--- config.mk ---
export PLATFORM = sky130hd
export DESIGN_NAME = usbh_portsc
export DESIGN_NICKNAME = d
export VERILOG_FILES = /design/src/rtl/usbh_portsc_pkg.sv /design/src/rtl/usbh_line_sync.sv /design/src/rtl/usbh_port_fsm.sv /design/src/rtl/usbh_portsc.sv
export SDC_FILE = /design/constraint.sdc
export NUM_CORES = 1
export LEC_CHECK = 0
export BUFFER_PORTS_ARGS = -buffer_cell sky130_fd_sc_hd__buf_2
export CAP_MARGIN = 25
export CORE_MARGIN = 5
export CORE_UTILIZATION = 39
export CTS_BUF_LIST = sky130_fd_sc_hd__clkbuf_8
export DETAILED_ROUTE_END_ITERATION = 10
export PLACE_DENSITY = 0.87
export SLEW_MARGIN = 5
export SYNTH_ARGS = -nofsm -noshare
export SYNTH_HDL_FRONTEND = slang
export SYNTH_SLANG_ARGS = --single-unit
--- constraint.sdc ---
create_clock -name clk -period 4.6 [get_ports clk]
set_clock_uncertainty 0.05 [all_clocks]
set_input_delay 0.69 -clock clk [delete_from_list [all_inputs] [get_ports clk]]
set_output_delay 0.69 -clock clk [all_outputs]
set_load 0.02 [all_outputs]
--- src/rtl/usbh_portsc_pkg.sv ---
package usbh_portsc_pkg;
    localparam int DATA_W   = 32;
    localparam int ADDR_W   = 8;
    localparam int LINE_W   = 2;

    localparam int B_CONN   = 0;
    localparam int B_CSC    = 1;
    localparam int B_EN     = 2;
    localparam int B_SUSP   = 7;
    localparam int B_RST    = 8;
    localparam int B_LINE   = 10;
    localparam int B_FORCE  = 16;

    typedef enum logic [2:0] {
        PS_DISC = 3'd0,
        PS_CONN = 3'd1,
        PS_EN   = 3'd2,
        PS_RST  = 3'd3,
        PS_SUSP = 3'd4
    } port_state_e;
endpackage

--- src/rtl/usbh_line_sync.sv ---
module usbh_line_sync #(
    parameter int W      = 2,
    parameter int STAGES = 2
) (
    input  logic         clk,
    input  logic         por_n,
    input  logic [W-1:0] d,
    output logic [W-1:0] q
);
    logic [W-1:0] stage [STAGES];
    logic [1:0]   age;

    always_ff @(posedge clk or negedge por_n) begin
        if (!por_n) begin
            stage[0] <= '0;
        end else begin
            stage[0] <= d;
        end
    end

    generate
        for (genvar i = 1; i < STAGES; i++) begin : g_stage
            always_ff @(posedge clk or negedge por_n) begin
                if (!por_n) begin
                    stage[i] <= '0;
                end else begin
                    stage[i] <= stage[i-1];
                end
            end
        end
    endgenerate

    assign q = stage[STAGES-1];

    always_ff @(posedge clk or negedge por_n) begin
        if (!por_n) begin
            age <= 2'd0;
        end else if (age != 2'd2) begin
            age <= age + 2'd1;
        end
    end


    sync_lat_chk: assert property (@(posedge clk) disable iff (!por_n)
        (age == 2'd2 && STAGES == 2) |-> (q == $past(d, 2)));
endmodule

--- src/rtl/usbh_port_fsm.sv ---
module usbh_port_fsm
    import usbh_portsc_pkg::*;
(
    input  logic        clk,
    input  logic        por_n,
    input  logic        hc_reset,
    input  logic        connect,
    input  logic        run_stop,
    input  logic        wr_hit,
    input  logic        wr_rst,
    input  logic        wr_susp,
    input  logic        force_q,
    output port_state_e state,
    output logic        prot_err
);
    port_state_e nxt;
    logic        rst_req_ok;
    logic        rst_req_bad;

    assign rst_req_ok  = wr_hit && wr_rst && !run_stop;
    assign rst_req_bad = wr_hit && wr_rst && run_stop;

    always_ff @(posedge clk or negedge por_n) begin
        if (!por_n) begin
            state <= PS_DISC;
        end else if (hc_reset) begin
            state <= PS_DISC;
        end else begin
            state <= nxt;
        end
    end

    always_comb begin
        nxt = state;
        if (!connect) begin
            nxt = PS_DISC;
        end else begin
            unique case (state)
                PS_DISC: nxt = PS_CONN;
                PS_CONN: begin
                    if (rst_req_ok) nxt = PS_RST;
                    else if (force_q) nxt = PS_EN;
                end
                PS_EN: begin
                    if (rst_req_ok) nxt = PS_RST;
                    else if (wr_hit && !wr_rst && wr_susp) nxt = PS_SUSP;
                end
                PS_SUSP: begin
                    if (rst_req_ok) nxt = PS_RST;
                    else if (wr_hit && !wr_rst && !wr_susp) nxt = PS_EN;
                end
                PS_RST: begin
                    if (wr_hit && !wr_rst) nxt = PS_EN;
                end
                default: nxt = PS_DISC;
            endcase
        end
    end

    always_ff @(posedge clk or negedge por_n) begin
        if (!por_n) begin
            prot_err <= 1'b0;
        end else if (hc_reset) begin
            prot_err <= 1'b0;
        end else begin
            prot_err <= rst_req_bad;
        end
    end


    detach_chk: assert property (@(posedge clk) disable iff (!por_n || hc_reset)
        !connect |=> (state == PS_DISC));

    rs_guard_chk: assert property (@(posedge clk) disable iff (!por_n || hc_reset)
        (rst_req_bad && state != PS_RST) |=> (state != PS_RST));

    err_pulse_chk: assert property (@(posedge clk) disable iff (!por_n || hc_reset)
        rst_req_bad |=> prot_err);

    susp_guard_chk: assert property (@(posedge clk) disable iff (!por_n || hc_reset)
        (state != PS_EN && state != PS_SUSP) |=> (state != PS_SUSP));

    disc_rst_chk: assert property (@(posedge clk) disable iff (!por_n || hc_reset)
        (state == PS_DISC) |=> (state != PS_RST));
endmodule

--- src/rtl/usbh_portsc.sv ---
module usbh_portsc
    import usbh_portsc_pkg::*;
#(
    parameter logic [ADDR_W-1:0] REG_OFFSET = 8'h30
) (
    input  logic              clk,
    input  logic              por_n,
    input  logic              hc_reset,
    input  logic [ADDR_W-1:0] addr,
    input  logic              wr_en,
    input  logic [DATA_W-1:0] wdata,
    output logic [DATA_W-1:0] rdata,
    input  logic [LINE_W-1:0] line_raw,
    input  logic              connect,
    input  logic              run_stop,
    output logic              drv_reset,
    output logic              drv_suspend,
    output logic              drv_force_hs,
    output logic              port_enabled,
    output logic              sof_enable,
    output logic              csc_irq,
    output logic              prot_err
);
    logic              hit;
    logic              wr_hit;
    logic              conn_q;
    logic              csc_q;
    logic              force_q;
    logic [LINE_W-1:0] line_s;
    port_state_e       state;
    logic [DATA_W-1:0] reg_view;

    assign hit    = (addr == REG_OFFSET);
    assign wr_hit = wr_en && hit;

    usbh_line_sync #(.W(LINE_W), .STAGES(2)) u_sync (
        .clk   (clk),
        .por_n (por_n),
        .d     (line_raw),
        .q     (line_s)
    );

    usbh_port_fsm u_fsm (
        .clk      (clk),
        .por_n    (por_n),
        .hc_reset (hc_reset),
        .connect  (connect),
        .run_stop (run_stop),
        .wr_hit   (wr_hit),
        .wr_rst   (wdata[B_RST]),
        .wr_susp  (wdata[B_SUSP]),
        .force_q  (force_q),
        .state    (state),
        .prot_err (prot_err)
    );

    always_ff @(posedge clk or negedge por_n) begin
        if (!por_n) begin
            conn_q  <= 1'b0;
            csc_q   <= 1'b0;
            force_q <= 1'b0;
        end else if (hc_reset) begin
            conn_q  <= 1'b0;
            csc_q   <= 1'b0;
            force_q <= 1'b0;
        end else begin
            conn_q <= connect;
            if (connect != conn_q) begin
                csc_q <= 1'b1;
            end else if (wr_hit && wdata[B_CSC]) begin
                csc_q <= 1'b0;
            end
            if (wr_hit) begin
                force_q <= wdata[B_FORCE];
            end
        end
    end

    always_comb begin
        reg_view                         = '0;
        reg_view[B_CONN]                 = (state != PS_DISC);
        reg_view[B_CSC]                  = csc_q;
        reg_view[B_EN]                   = (state == PS_EN) || (state == PS_SUSP);
        reg_view[B_SUSP]                 = (state == PS_SUSP);
        reg_view[B_RST]                  = (state == PS_RST);
        reg_view[B_LINE +: LINE_W]       = line_s;
        reg_view[B_FORCE]                = force_q;
    end

    assign rdata        = hit ? reg_view : '0;
    assign drv_reset    = (state == PS_RST);
    assign drv_suspend  = (state == PS_SUSP);
    assign drv_force_hs = force_q;
    assign port_enabled = (state == PS_EN) || (state == PS_SUSP);
    assign sof_enable   = (state == PS_EN) && run_stop;
    assign csc_irq      = csc_q;


    csc_set_chk: assert property (@(posedge clk) disable iff (!por_n || hc_reset)
        (connect != conn_q) |=> csc_irq);

    csc_clr_chk: assert property (@(posedge clk) disable iff (!por_n || hc_reset)
        (wr_hit && wdata[B_CSC] && connect == conn_q) |=> !csc_irq);

    force_chk: assert property (@(posedge clk) disable iff (!por_n || hc_reset)
        wr_hit |=> (drv_force_hs == $past(wdata[B_FORCE])));
endmodule

# == Word level (Yosys, flattened, before mapping) ==
# Index checks and enable logic that the tools add are counted.
# totals
reg_bits,11
input_bits,48
output_inout_bits,39
wordCells,53
# op_classes
n_eq_ne,10
n_mux,18
reduce_logical,18
# ops
cell,count
$mux W3,9
$mux W17,1
$pmux W3 S5,1
$ne A5 B3 Y1 const B,2
$logic_and A1 B1 Y1,9
$eq A8 B6 Y1 const B,1
$mux W1,7
$eq A3 B2 Y1 const B,2
$reduce_bool A3 Y1,2
$ne A5 B4 Y1 const B,1
$ne A4 B3 Y1 const B,1
$reduce_and A4 Y1,1
$eq A3 B1 Y1 const B,1
$eq A3 B3 Y1 const B,1
$logic_not A1 Y1,3
$logic_not A3 Y1,1
$reduce_bool A2 Y1,1
$logic_or A1 B1 Y1,1
$ne A1 B1 Y1,1

# == Logic depth before layout (Yosys ltp) ==
# depth
depth_word,9
depth_mapped,6

# == Cells and area by module ==
# Synthesis repeated with hierarchy kept, for this count alone.
# unflattened
cells_unflattened,93
hier_area_um2,853.3
# modules_own_cells
mod,instances,cells_per_inst,area_per_inst_um2,seq_area_each_um2
usbh_portsc,1,54,461.7,75.1
usbh_port_fsm,1,33,276.5,100.1
usbh_line_sync,1,6,115.1,100.1

# == Least setup slack after synthesis ==
# No wires, ideal clock.
# synth_timing
path_kind,in2out
startpoint,input addr[3]
endpoint,output rdata[2]
arrival_ns,1.731
required_ns,3.860
setup_slack_ns,2.129
path_stages,3
path_cell_list,nor4_4 -> nand2_1 -> nor3_1
# synth_via
elab_chain_cells,2
# synth_rtl
item,line,text
"start, declared",usbh_portsc.sv:9,"input logic [ADDR_W-1:0] addr,"
$eq A8 B6 Y1,usbh_portsc.sv:33,assign hit = (addr == REG_OFFSET);
$mux W17,usbh_portsc.sv:90,assign rdata = hit ? reg_view : '0;
"end, declared",usbh_portsc.sv:12,"output logic [DATA_W-1:0] rdata,"
# Every way passes these cells.

# == Worst setup path after layout ==
# Same ends and word-level chain as after synthesis.

==> results by group <==
Clock tree
  • Root buf cell: clkbuf_8
  • Clock slew at reported path FFs: 50 ps
  • CTS Hold Bufs: 0
  • Resized cells post-CTS: 0
  • Clk sink count: 11
  • H-tree Lvls: 1
  • Skew-Pair Late Insertion Delay: 230 ps
  • CTS tree: yes
  • CTS Buffer Depth: 2
  • CTS Buf Count: 3
  • Buffer count from post-CTS setup fixing: 0

Yosys
  • Post-Synthesis Cells: 94
  • Synth warnings: 0
  • Post-Syn Area per Cell: 9.17 um2
  • Synth Register Bits: 11
  • Syn Std Cell Area: 862 um2
  • Sequential area share after synthesis: 31.9%
  • Synth unique cells: 33

Finish
  • P&R area growth vs syn: 16.4%
  • Most frequent cells in the layout: 34 x buf_2, 24 x conb_1, 11 x dfrtp_1
  • Nets: 176
  • Commonest non-fill, non-tap cell in the layout: buf_2
  • Post-Route Utilization: between 40% and 50%
  • Non-filler cells in the finished layout: 155
  • ANT cells: 0
  • Layout cells sized above 1: approximately 40%

STA
  • Worst-margin pin slew: 641 ps
  • Period Utilization, post-route: 55.9%
  • Fmax: around 390 MHz
  • Worst slew margin: between 50 and 60%
  • Final Max Tran Viols: 0
  • Endpoints failing setup: 0
  • RSZ-0062 raised after global routing: no
  • Setup WS post-layout: between 2000 and 2500 ps
  • Final hold violation count: 0
  • Min Tclk post-route: around 2600 ps
  • Final TNS setup: 0 ps

Floorplan
  • Die area: 3250 um2
  • Ports: 87
  • Core Box Area: 2170 um2
  • Cell Rows: 17
  • Die H: approximately 57 um
  • Chip width: 57.0 um
  • Initial Util: 39.7%

Worst setup path
  • Crit path top cell by count: buf_2
  • Top delay family on crit path: simple AND/OR/NAND/NOR gates
  • WP depth: 5
  • Buffers and inverters on the worst path: 2
  • Data required, critical path: 3860 ps
  • CP Capture Type: primary output
  • Reg2reg path depth: 5
  • Worst path slowest cell: nor4_4
  • CP startpoint kind: input port
  • CP max stage delay: between 400 and 500 ps
  • Worst Path Arrival: 1830 ps
  • Critical path type: in2out
  • Crit path cell chain: buf_2 > nor4_4 > nand2_1 > nor3_1 > buf_2
  • CP max FO: 8

Placed design
  • DPL Wire Length: 1.48 mm
  • Placed cells: about 150
  • Placer Congestion: about 0.76
  • Port Buf Inserts: 34
  • Pre-CTS setup slack: 2040 ps

Global routing
  • Antenna violations before repair: 0
  • Overflow after GRT: 0
  • Largest net degree at the start of global routing: 15
  • Global Route Usage Sum: between 10% and 20%
  • Global-route wire length before repair: between 2 and 3 mm
  • Number of global-route vias before repair: 624

Min path
  • HP Class: in2async

Route
  • Via count: approximately 710
  • Drt wl/cell: ~12 um
  • Routed WL: 1.82 mm
  • TritonRoute pass-1 iters: 5
  • DR iter-0 viols: 8
  • Antenna violation net count after detailed routing: 0
  • DR vias/cell: 4.57
  • Drt drc: 0

Job
  • Max cap viols: 0

Power
  • Leakage Power: about 0.54 nW
  • Tot Pwr: 246 uW
  • Peak supply drop: 0.000118 V
  • PD cells: 246 nW/um2

Outcome
  • Status: completed
## cells by family (layout without fill, tap and decap cells)
family | Yosys count | count (layout) | share of synthesized area, %
mux | 1 | 1 | 1.16
simple gates | 32 | 32 | 26.0
flops | 11 | 11 | 31.9
compound gates | 17 | 17 | 14.8
buf+inv | 30 | 40 | 23.7
other cells | 1 | 24 | 0.435
xor+xnor | 2 | 2 | 2.03
## Yosys cell counts, drive strengths merged
cell type	n	area, um2
o311ai	1	8.76
and3	5	37.5
or4	1	7.51
nor3b	2	15.0
o21ai	6	30.0
nand4	1	12.5
nor4	1	21.3
xnor2	2	17.5
o2bb2ai	1	8.76
nor2	6	22.5
or3b	1	8.76
nor2b	3	18.8
a211o	2	17.5
nand2	4	15.0
o211ai	3	37.5
inv	2	7.50
nand3	1	10.0
a21oi	2	10.0
buf	25	185
nor4b	1	8.76
conb	1	3.75
nor3	4	25.0
a22o	1	8.76
mux2i	1	10.0
dfrtp	11	275
o22ai	1	6.26
nand4b	1	8.76
and4bb	1	12.5
clkbuf	3	11.3
## worst reg2reg max path: stages, from the launching register on
cell and delay [ps]:
dfrtp_1 550, or3b_1 400, o21ai_0 100, nand4b_1 180, o211ai_2 280, o21ai_1 120
## sequential cells by signal (all words and copies together), names as in the netlist
name	cells
u_sync.q	2
u_fsm.prot_err	1
drv_force_hs	1
u_sync.stage	2
conn_q	1
csc_irq	1
u_fsm.state	3
## where the power goes
part	total [mW]	switching, mW	internal [mW]
sequential	0.105	0.00437	0.101
clock	0.0923	0.0331	0.0592
combinational	0.0487	0.0345	0.0142
total	0.246	0.0719	0.175
## layout make-up
class	count	area, um2
multi-input cells	76	469
flip-flops and latches	11	275
well taps	28	35.0
repair buffers	34	170
clock inverters	1	5.00
fillers	219	1170
clock buffers	3	41.3
inverters	2	7.51
## routing by layer
layer | GRT usage, % | part of all wire, % | vias to the layer above | wire [um]
met5 | 0 | 0 | - | 0
met2 | 17.1 | 51 | 36 | 932
met1 | 12.0 | 36 | 320 | 656
met3 | 4.52 | 11 | 2 | 200
met4 | 5.96 | 1.5 | 0 | 27
li1 | - | - | 350 | -
## stage by stage
stage               hold slack (ps)  instance area, um2
finish                          265                1000
global route                    269                1000
CTS                             264                1000
detailed placement              289                 957
global placement                284                 957
floorplan                       281                 948
## worst paths after layout
check | startpoint | endpoint | slack [ps]
max in group asynchronous | por_n | u_fsm.prot_err$_DFF_PN0_ | 4040
min | por_n | u_sync.stage[2]$_DFF_PN0_ | 260
max reg2reg | u_fsm.state[0]$_DFFE_PN0P_ | u_fsm.state[2]$_DFFE_PN0P_ | 2790
min reg2reg | u_sync.stage[3]$_DFF_PN0_ | u_sync.q[1]$_DFF_PN0_ | 300
min in group clk | u_sync.stage[3]$_DFF_PN0_ | u_sync.q[1]$_DFF_PN0_ | 300
max | addr[3] | rdata[2] | 2030
No activity file was read; power rests on OpenSTA's default activity.
